### config.mk
export PLATFORM = sky130hd
export DESIGN_NAME = branch_resolve_unit
export DESIGN_NICKNAME = d
export VERILOG_FILES = /design/src/rtl/bru_pkg.sv /design/src/rtl/bru_cond_eval.sv /design/src/rtl/bru_target_gen.sv /design/src/rtl/bru_state_regs.sv /design/src/rtl/branch_resolve_unit.sv
export SDC_FILE = /design/constraint.sdc
export NUM_CORES = 1
export LEC_CHECK = 0
export BUFFER_PORTS_ARGS = -buffer_cell sky130_fd_sc_hd__buf_2
export CORE_MARGIN = 1.5
export CORE_UTILIZATION = 35
export CTS_BUF_LIST = sky130_fd_sc_hd__clkbuf_2
export CTS_CLUSTER_DIAMETER = 120
export DETAILED_ROUTE_END_ITERATION = 8
export GPL_TIMING_DRIVEN = 0
export HOLD_SLACK_MARGIN = 0.08
export SETUP_SLACK_MARGIN = 0.15
export SLEW_MARGIN = 15
export SYNTH_ARGS = -nofsm -noshare
export SYNTH_HDL_FRONTEND = slang
export SYNTH_SLANG_ARGS = --single-unit
### constraint.sdc
create_clock -name clk -period 7.7 [get_ports clk]
set_input_delay 0 -clock clk [delete_from_list [all_inputs] [get_ports clk]]
set_output_delay 0 -clock clk [all_outputs]
set_load 0.02 [all_outputs]
### src/rtl/bru_pkg.sv
package bru_pkg;
  typedef enum logic [1:0] {
    FORM_IMM = 2'd0,
    FORM_REL = 2'd1,
    FORM_CTR = 2'd2,
    FORM_RSV = 2'd3
  } br_form_e;

  // decoded view of the option field (hint bit excluded)
  typedef struct packed {
    logic cond_ign;   // ignore condition bit
    logic cond_pol;   // required polarity of condition bit
    logic no_dec;     // skip the count decrement
    logic zero_tst;   // require new count == 0 (else != 0)
  } opt_dec_t;
endpackage

### src/rtl/bru_cond_eval.sv
module bru_cond_eval
  import bru_pkg::*;
#(
  parameter int XLEN = 32,
  localparam int CBIT_W = $clog2(XLEN)
) (
  input  opt_dec_t          opt_i,
  input  logic [CBIT_W-1:0] cbit_i,
  input  logic [XLEN-1:0]   cr_i,
  input  logic [XLEN-1:0]   ctr_i,
  output logic              dec_o,
  output logic [XLEN-1:0]   ctr_dec_o,
  output logic              pass_o
);
  logic [XLEN-1:0] cr_msb0;
  logic            sel_bit;
  logic            cnt_ok;
  logic            cond_ok;

  // bit index counts from the most significant end
  for (genvar g = 0; g < XLEN; g++) begin : g_rev
    assign cr_msb0[g] = cr_i[XLEN-1-g];
  end

  always_comb begin
    sel_bit   = cr_msb0[cbit_i];
    dec_o     = ~opt_i.no_dec;
    ctr_dec_o = ctr_i - XLEN'(1);
    cnt_ok    = opt_i.no_dec | ((ctr_dec_o == '0) == opt_i.zero_tst);
    cond_ok   = opt_i.cond_ign | (sel_bit == opt_i.cond_pol);
    pass_o    = cnt_ok & cond_ok;
  end
endmodule

### src/rtl/bru_target_gen.sv
module bru_target_gen
  import bru_pkg::*;
#(
  parameter int XLEN   = 32,
  parameter int IMM_W  = 24,
  parameter int DISP_W = 14
) (
  input  br_form_e          form_i,
  input  logic [XLEN-1:0]   pc_i,
  input  logic [IMM_W-1:0]  imm_i,
  input  logic [DISP_W-1:0] disp_i,
  input  logic              abs_i,
  input  logic              dec_i,
  input  logic              compat_i,
  input  logic [XLEN-1:0]   ctr_i,
  input  logic [XLEN-1:0]   ctr_dec_i,
  output logic [XLEN-1:0]   target_o
);
  localparam int IMM_PAD  = XLEN - IMM_W - 2;
  localparam int DISP_PAD = XLEN - DISP_W - 2;
  localparam logic [XLEN-1:0] STEP = XLEN'(4);

  logic [XLEN-1:0] imm_ext;
  logic [XLEN-1:0] disp_ext;
  logic [XLEN-1:0] ctr_src;

  always_comb begin
    imm_ext  = {{IMM_PAD{imm_i[IMM_W-1]}}, imm_i, 2'b00};
    disp_ext = {{DISP_PAD{disp_i[DISP_W-1]}}, disp_i, 2'b00};
    ctr_src  = (dec_i && !compat_i) ? ctr_dec_i : ctr_i;
    unique case (form_i)
      FORM_IMM: target_o = abs_i ? imm_ext : pc_i + imm_ext;
      FORM_REL: target_o = pc_i + disp_ext;
      FORM_CTR: target_o = {ctr_src[XLEN-1:2], 2'b00};
      default:  target_o = pc_i + STEP;
    endcase
  end
endmodule

### src/rtl/bru_state_regs.sv
module bru_state_regs #(
  parameter int XLEN = 32
) (
  input  logic            clk,
  input  logic            rst_n,
  input  logic            ld_i,
  input  logic [XLEN-1:0] ld_val_i,
  input  logic            ctr_we_i,
  input  logic [XLEN-1:0] ctr_next_i,
  input  logic            lr_we_i,
  input  logic [XLEN-1:0] lr_next_i,
  output logic [XLEN-1:0] ctr_q,
  output logic [XLEN-1:0] lr_q
);
  logic [XLEN-1:0] ctr_d;
  logic [XLEN-1:0] lr_d;
  logic            ctr_en;

  always_comb begin
    ctr_en = ld_i | ctr_we_i;
    ctr_d  = ld_i ? ld_val_i : ctr_next_i;
    lr_d   = lr_next_i;
  end

  always_ff @(posedge clk or negedge rst_n) begin
    if (!rst_n) begin
      ctr_q <= '0;
      lr_q  <= '0;
    end else begin
      if (ctr_en)  ctr_q <= ctr_d;
      if (lr_we_i) lr_q  <= lr_d;
    end
  end


  load_wins_chk: assert property (@(posedge clk) disable iff (!rst_n)
    ld_i |=> ctr_q == $past(ld_val_i));
endmodule

### src/rtl/branch_resolve_unit.sv
module branch_resolve_unit
  import bru_pkg::*;
#(
  parameter int XLEN   = 32,
  parameter int IMM_W  = 24,
  parameter int DISP_W = 14,
  localparam int OPT_W  = 5,
  localparam int CBIT_W = $clog2(XLEN)
) (
  input  logic              clk,
  input  logic              rst_n,
  input  logic              valid_i,
  input  logic [1:0]        form_i,
  input  logic [IMM_W-1:0]  imm_i,
  input  logic [DISP_W-1:0] disp_i,
  input  logic [OPT_W-1:0]  opt_i,
  input  logic [CBIT_W-1:0] cbit_i,
  input  logic              abs_i,
  input  logic              link_i,
  input  logic              compat_i,
  input  logic [XLEN-1:0]   pc_i,
  input  logic [XLEN-1:0]   cr_i,
  input  logic              ctr_load_i,
  input  logic [XLEN-1:0]   ctr_load_val_i,
  output logic              taken_o,
  output logic [XLEN-1:0]   target_o,
  output logic              ctr_we_o,
  output logic [XLEN-1:0]   ctr_next_o,
  output logic              lr_we_o,
  output logic [XLEN-1:0]   lr_next_o,
  output logic [XLEN-1:0]   ctr_o,
  output logic [XLEN-1:0]   lr_o
);
  localparam logic [XLEN-1:0] STEP = XLEN'(4);

  br_form_e        form;
  opt_dec_t        opt_dec;
  logic            unused_hint;
  logic            is_cond;
  logic            dec_req;
  logic            pass;
  logic [XLEN-1:0] ctr_dec;

  always_comb begin
    form        = br_form_e'(form_i);
    opt_dec     = '{cond_ign: opt_i[4], cond_pol: opt_i[3],
                    no_dec: opt_i[2], zero_tst: opt_i[1]};
    unused_hint = opt_i[0];
  end

  bru_cond_eval #(.XLEN(XLEN)) u_cond (
    .opt_i     (opt_dec),
    .cbit_i    (cbit_i),
    .cr_i      (cr_i),
    .ctr_i     (ctr_o),
    .dec_o     (dec_req),
    .ctr_dec_o (ctr_dec),
    .pass_o    (pass)
  );

  always_comb begin
    is_cond    = (form == FORM_REL) || (form == FORM_CTR);
    unique case (form)
      FORM_IMM:           taken_o = 1'b1;
      FORM_REL, FORM_CTR: taken_o = pass;
      default:            taken_o = 1'b0;
    endcase
    ctr_we_o   = valid_i & is_cond & dec_req;
    ctr_next_o = ctr_dec;
    lr_we_o    = valid_i & link_i & (form != FORM_RSV);
    lr_next_o  = pc_i + STEP;
  end

  bru_target_gen #(.XLEN(XLEN), .IMM_W(IMM_W), .DISP_W(DISP_W)) u_tgt (
    .form_i    (form),
    .pc_i      (pc_i),
    .imm_i     (imm_i),
    .disp_i    (disp_i),
    .abs_i     (abs_i),
    .dec_i     (dec_req),
    .compat_i  (compat_i),
    .ctr_i     (ctr_o),
    .ctr_dec_i (ctr_dec),
    .target_o  (target_o)
  );

  bru_state_regs #(.XLEN(XLEN)) u_regs (
    .clk        (clk),
    .rst_n      (rst_n),
    .ld_i       (ctr_load_i),
    .ld_val_i   (ctr_load_val_i),
    .ctr_we_i   (ctr_we_o),
    .ctr_next_i (ctr_next_o),
    .lr_we_i    (lr_we_o),
    .lr_next_i  (lr_next_o),
    .ctr_q      (ctr_o),
    .lr_q       (lr_o)
  );


  uncond_taken_chk: assert property (@(posedge clk) disable iff (!rst_n)
    form_i == 2'd0 |-> taken_o);


  rsv_quiet_chk: assert property (@(posedge clk) disable iff (!rst_n)
    form_i == 2'd3 |-> !taken_o && !ctr_we_o && !lr_we_o && target_o == pc_i + STEP);


  ctr_tgt_align_chk: assert property (@(posedge clk) disable iff (!rst_n)
    form_i == 2'd2 |-> target_o[1:0] == 2'b00);


  always_taken_chk: assert property (@(posedge clk) disable iff (!rst_n)
    (form_i == 2'd1 || form_i == 2'd2) && opt_i[4] && opt_i[2] |-> taken_o);


  ctr_step_chk: assert property (@(posedge clk) disable iff (!rst_n)
    ctr_we_o && !ctr_load_i |=> ctr_o == $past(ctr_o) - XLEN'(1));


  lr_capture_chk: assert property (@(posedge clk) disable iff (!rst_n)
    lr_we_o |=> lr_o == $past(pc_i) + STEP);


  idle_hold_chk: assert property (@(posedge clk) disable iff (!rst_n)
    !valid_i && !ctr_load_i |=> $stable(ctr_o) && $stable(lr_o));
endmodule

==> impl_metrics.toml, run 1 <==
[run_status]
status = "completed"

[drt]
vias = 10500
ant_nets = 0
vias_per_cell = 5.44
first_pass_iters = 6
drc_errors = 0
wire_per_inst_um = 19.8
routed_wl_um = 38200
drt_iter0_drc = 714

[sta]
setup_tns_ns = 0
layout_min_cycle_time_ns = 4.88
hold_viol_final = 0
clock_skew_ns = 0.0480
slew_headroom_pct = 35.8
worst_pin_slew_ns = 0.960
setup_ws_ns = 2.82
grt_setup_unrepaired = "false"
max_freq_mhz = 205
finalCritPeriodShare_pct = 63.4
setup_violations = 0
slew_violations = 0

[power_and_ir_drop]
power.switching_uw = 736
total_power_mw = 1.60
p_per_area_nw_per_um2 = 134
combPwrFrac_pct = 55.9
power_frac_clock_pct = 18.4
ir_drop_mv = 0.0835
p_seq_share_pct = 25.7
p_leak_nw = 5.54
swShare_pct = 46.0
power.internal_uw = 865

[logic_synthesis]
ys_ff_latch = 64
synthAdderAreaFrac_pct = 9.85
synth_area_um2 = 8660
syn_area_per_cell_um2 = 7.49
syn_nets = 1376
yosysSeqAreaShare_pct = 18.5
synth_area_leaders = "dfrtp_1 (18%), ha_1 (9.4%), xor2_1 (8.0%), xnor2_1 (7.9%), nand2_1 (7.7%)"
synth_xor_xnor_area_share_pct = 15.9
ys_types = 69
yosys_warnings = 0
synth_edf_count = 0
synthCells = 1156
yosys_most_used_dff = "dfrtp_1"
synthArstFlopShare_pct = 100
yosysTopAreaCell = "dfrtp_1"
synth_compound_area_share_pct = 23.6
synthMuxAreaShare_pct = 4.59
netlist.area_leader.share_pct = 18.5
yosys.area_share.simple_pct = 22.0
synth_top_family_by_area = "compound AO/OA/AOI/OAI gates"

[cells_and_area]
drive_gt1_share_pct = 22.3
fill_cells = 2542
area_growth_pct = 38.1
stdcell_area_um2 = 12000
final_net_count = 1812
utilization_pct = 49.2

[global_routing]
grt_max_degree = 43
grt_usage_pct = 29.2
grt_pass1_vias = 9955
grt_overflow = 0
grt_pass1_wl_um = 57700
antenna_found_initial = 5

[clock_network]
root_buffer = "clkbuf_2"
worstSkewPairLatency_ns = 0.60
cts.sinks = 64
cts_buffers = 9
h-tree-depth = 3
clk_pin_slew_worst_paths_ns = 0.25
clock_path_buffers = 2
cts_tree = "done"
post_cts_resized = 0

[min_path]
hp-class = "input port to flop"

[flow_run]
drv_cap = 0

[critical_path]
cp_data_required_time_ns = 7.70
critPathCaptureType = "output pin"
crit_path_start_kind = "flop"
path_max_fanout = 7
crit_arrival_ns = 4.88
worstSetupPathType = "flop to output pin"

[floorplan]
num_rows = 57
die_area_um2 = 25700
die_h_um = 160
core_area_um2 = 24300
start_util_pct = 35.6
fp.dieW_um = 160
io_pins = 316

[place]
dpl-instance-area_um2 = 10700
hpwl_um = 31000
pre_cts_ws_ns = 3.52
port_buffers = 310
gp_congestion = 0.924
[state kept, by name, summed over array words and instances, names as in the netlist]
signal	flops
u_regs.ctr_q	32
u_regs.lr_q	32
[worst max-delay path: stages, from the launching register on]
cell and delay [ns]:
dfrtp_1 0.43, clkbuf_1 0.20, or4_1 0.44, buf_2 0.19, nor3_1 0.65, nand4_1 0.37
xnor2_1 0.24, or4_4 0.55, nor4_2 0.18, nand4_1 0.16, and3_1 0.20, a2111oi_2 0.41
buf_2 0.27
[metal layers]
layer,vias up,part of all wire (%),GRT usage [%],wire length (um)
li1,5033,-,-,-
met1,4912,43,37.8,16300
met2,472,48,50.6,18300
met3,53,6.9,4.16,2620
met4,4,2.3,8.41,862
met5,-,0.071,0,27
[layout make-up]
cell class / instances / area (um2) / area share, %
clock buffers: 9 / 45.0 / 0.376
multi-input cells: 966 / 6570 / 54.9
well taps: 324 / 405 / 3.39
flip-flops and latches: 64 / 1600 / 13.4
plain buffers: 75 / 298 / 2.49
repair buffers: 425 / 2720 / 22.8
inverters: 51 / 191 / 1.60
diodes: 3 / 7.51 / 0.0627
clock inverters: 7 / 120 / 1.00
[cells by family after synthesis]
group                      count (synthesis)
AOI/OAI and AO/OA                        313
xor gates and xnor gates                 157
adders and majority gates                 67
buffers and inverters                    126
DFF                                       64
muxes                                     27
and+or+nand+nor                          402
[repair_timing]
item / CTS / global route
setup endpoints to repair: 0 / 0
setup buffers: 0 / 0
hold buffers: 114 / 0
endpoints found under the hold margin: 128 / 0
[power by group through the flow]
stage / sequential [mW] / combinational [mW] / clock (mW)
final: 0.411 / 0.895 / 0.295
after global routing: 0.417 / 0.965 / 0.315
after CTS: 0.411 / 0.887 / 0.302
after detailed placement: 0.417 / 0.834 / 0
after global placement: 0.416 / 0.832 / 0
after floorplan: 0.466 / 0.478 / 0
[Yosys cell counts (11+ instances only)]
master      n
and3_1     12
nor4_1     13
nand4_1    13
dfrtp_1    64
mux2i_1    15
inv_1      51
or3_1      13
a21oi_1    52
a211oi_1   15
nor3_1     25
clkbuf_1   67
a31oi_1    11
a221oi_1   19
a21o_1     28
a222oi_1   11
o21ai_0   107
nand2_1   177
ha_1       65
nor2_1     69
xnor2_1    78
xor2_1     79
nand3_1    27
[worst paths after layout]
path | depth (start not counted) | slack, ns | from | endpoint
min in group asynchronous | 4 | 0.43 | rst_n | u_regs.lr_q[6]$_DFFE_PN0P_
max reg2reg | 10 | 3.87 | u_regs.ctr_q[3]$_DFFE_PN0P_ | u_regs.ctr_q[24]$_DFFE_PN0P_
min reg2reg | 2 | 0.50 | u_regs.lr_q[14]$_DFFE_PN0P_ | u_regs.lr_q[14]$_DFFE_PN0P_
min | 4 | 0.13 | ctr_load_i | u_regs.ctr_q[30]$_DFFE_PN0P_
max in group asynchronous | 4 | 5.88 | rst_n | u_regs.lr_q[15]$_DFFE_PN0P_
max | 12 | 2.82 | u_regs.ctr_q[3]$_DFFE_PN0P_ | taken_o
[per-stage QoR]
| step | instances | hold slack, ns |
|---|---|---|
| 6_report | 1924 | 0.126 |
| 5_1_grt | 1924 | 0.122 |
| 4_1_cts | 1921 | 0.0828 |
| 3_5_place_dp | 1791 | -0.0792 |
| 3_3_place_gp | 1790 | 0.209 |
| 2_1_floorplan | 1156 | -0.296 |
[cell usage in the layout (no fill, tap or decap), drive strengths merged, types with 9 or more instances in the layout]
cell	n
nand2	178
xor2	79
nor2	69
mux2i	15
mux4	10
o211ai	9
clkbuf	76
or3	13
a211oi	15
a31oi	11
a21o	28
o21ai	108
ha	65
a222oi	11
nor3	25
dfrtp	64
a221oi	19
dlygate4sd3	114
nor4	15
xnor2	78
a21oi	52
nand3	27
nand4	13
buf	319
inv	51
and3	12
nor2b	9
a32oi	10
Power figures use the tool's default switching activity.
==> inputs of run 2 (changes only) <==
Clock period 7.7 ns to 4.6 ns, I/O delays scaled along.
==> run 2 against run 1 <==
Effect of this change:
- the flow now finishes with violations (design-rule violations)
- non-clock buffer count up 5
- flip-flop and latch count unchanged
- hold slack worse by 0.013 ns
- clock skew rose by 0.0027 ns
- first-iteration DRC count rose by 7.0%
- largest power group unchanged
- register-to-register slack lost 2.6 ns
- die area unchanged
- utilization up 0.58 points
- combinational power increased by 69%
- final cell count is 0.31% higher
- largest cell class unchanged
- setup slack got worse by 2.5 ns
==> impl_metrics.toml, run 2 (synthesis gave the netlist of run 1 again) <==
[critical_path]
path_max_fanout = 7
cp-startpoint = "u_regs.ctr_q[4]$_DFFE_PN0P_"
reg2reg_depth = 11
worstSetupPathType = "flop to output pin"
crit_arrival_ns = 4.26
r2r-end = "u_regs.ctr_q[31]$_DFFE_PN0P_"
timing.rr.start = "u_regs.ctr_q[8]$_DFFE_PN0P_"
critPathCaptureType = "output pin"
crit_path_start_kind = "flop"
cp_data_required_time_ns = 4.60
ff2ff_setup_slack_ns = 1.25

[run_status]
status = "finished, violations left"
violations = "design-rule violations"

[cells_and_area]
layout_common_cells = "buf_2 (308), nand2_1 (177), dlygate4sd3_1 (114)"
drive_gt1_share_pct = 23.2
top_regs = "u_regs.ctr_q: 32 flops, u_regs.lr_q: 32 flops"
area_growth_pct = 39.7
fill_cells = 2526
multi_input_area_um2 = 6660
final_common_cell = "buf_2"
stdcell_area_um2 = 12100
final_net_count = 1817
ff_latch_area_um2 = 1600

[clock_network]
clock_path_buffers = 2
cts_tree = "done"
h-tree-depth = 3
worstSkewPairLatency_ns = 0.61
cts_buffers = 9
cts.sinks = 64
root_buffer = "clkbuf_2"
clk_pin_slew_worst_paths_ns = 0.25

[sta]
setup_tns_ns = 0
layout_min_cycle_time_ns = 4.26
slew_violations = 0
grt_setup_unrepaired = "false"
hold_viol_final = 0
finalCritPeriodShare_pct = 92.5
slew_headroom_pct = 35.7
clock_skew_ns = 0.0508
max_freq_mhz = 235
worst_pin_slew_ns = 0.962
setup_violations = 0

[floorplan]
io_pins = 316
start_util_pct = 35.6
core_area_um2 = 24300
die_area_um2 = 25700
fp.dieW_um = 160
num_rows = 57
die_h_um = 160

[global_routing]
grt_usage_pct = 29.3
antenna_found_initial = 5
grt_overflow = 0
grt_pass1_vias = 9984
grt_max_degree = 43
grt_pass1_wl_um = 57800

[drt]
ant_nets = 0
wire_per_inst_um = 19.8
drt_iter0_drc = 764
routed_wl_um = 38300
vias = 10500
vias_per_cell = 5.46
drc_errors = 2
first_pass_iters = 9

[place]
port_buffers = 310
gp_congestion = 0.924
hpwl_um = 31000
dpl-instance-area_um2 = 10700

[power_and_ir_drop]
p_leak_nw = 5.60
p_per_area_nw_per_um2 = 223
ir_drop_mv = 0.141

[min_path]
hp-start = "ctr_load_i"
worstHoldPathCells = 4
worstHoldEndpoint = "u_regs.ctr_q[30]$_DFFE_PN0P_"
hp-class = "input port to flop"

[flow_run]
drv_cap = 0
run 2: cell count changes in the layout (fill, tap and decap cells not counted), sizes merged:
cell	previous run	this run
diode	3	4
buf	319	324
run 2: critical path: stages, from the launching register on:
cell,delay (ns)
dfrtp_1,0.43
buf_6,0.14
or4_1,0.52
buf_6,0.16
nor3_4,0.33
nand4_1,0.29
xnor2_2,0.23
or4_4,0.56
nor4_4,0.24
nand4_1,0.18
and3_4,0.20
a2111oi_4,0.20
buf_4,0.22
run 2: final cells by class:
cell class / instances / area share (%)
Inverter: 51 / 1.58
Buffer: 75 / 2.52
Antenna cell: 4 / 0.0827
Clock buffer: 9 / 0.372
Clock inverter: 7 / 0.992
Tap cell: 324 / 3.35
Multi-Input combinational cell: 966 / 55.0
Timing Repair Buffer: 430 / 22.8
Sequential cell: 64 / 13.2
run 2: worst max path at each step:
stage,cells past startpoint,to,slack [ns]
2_1_floorplan,11,taken_o,0.85
3_3_place_gp,12,taken_o,0.40
3_5_place_dp,12,taken_o,0.42
4_1_cts,11,taken_o,0.18
5_1_grt,12,taken_o,0.16
6_report,12,taken_o,0.34
run 2: repair_timing:
action	4_1_cts	5_1_grt
gates resized for setup	7	13
gates cloned	0	0
pin swaps	1	8
buffers inserted	0	5
hold buffers	114	0
setup endpoints to repair	2	2
hold endpoints to repair	128	0
run 2: power by group:
group,internal [mW],switching (mW)
combinational,0.586,0.927
sequential,0.632,0.0559
clock,0.235,0.257
run 2: metrics by stage:
| step | worst slack (ns) | hold WS [ns] | util [%] | total power, mW | cells |
|---|---|---|---|---|---|
| finish | 0.345 | 0.113 | 49.8 | 2.69 | 1930 |
| global route | 0.163 | 0.122 | 49.8 | 2.86 | 1929 |
| CTS | 0.176 | 0.0828 | 49.3 | 2.68 | 1921 |
| detailed placement | 0.418 | -0.0792 | 43.8 | 2.09 | 1791 |
| global placement | 0.404 | 0.209 | 43.7 | 2.09 | 1790 |
| floorplan | 0.847 | -0.296 | - | 1.58 | 1156 |
run 2: routing by layer:
metal / vias to the layer above / global-route usage [%] / share of wire, %
met3: 52 / 4.24 / 7.0
met4: 4 / 8.54 / 2.3
met5: - / 0 / 0.071
met1: 4995 / 37.9 / 43
li1: 5036 / - / -
met2: 455 / 50.6 / 48
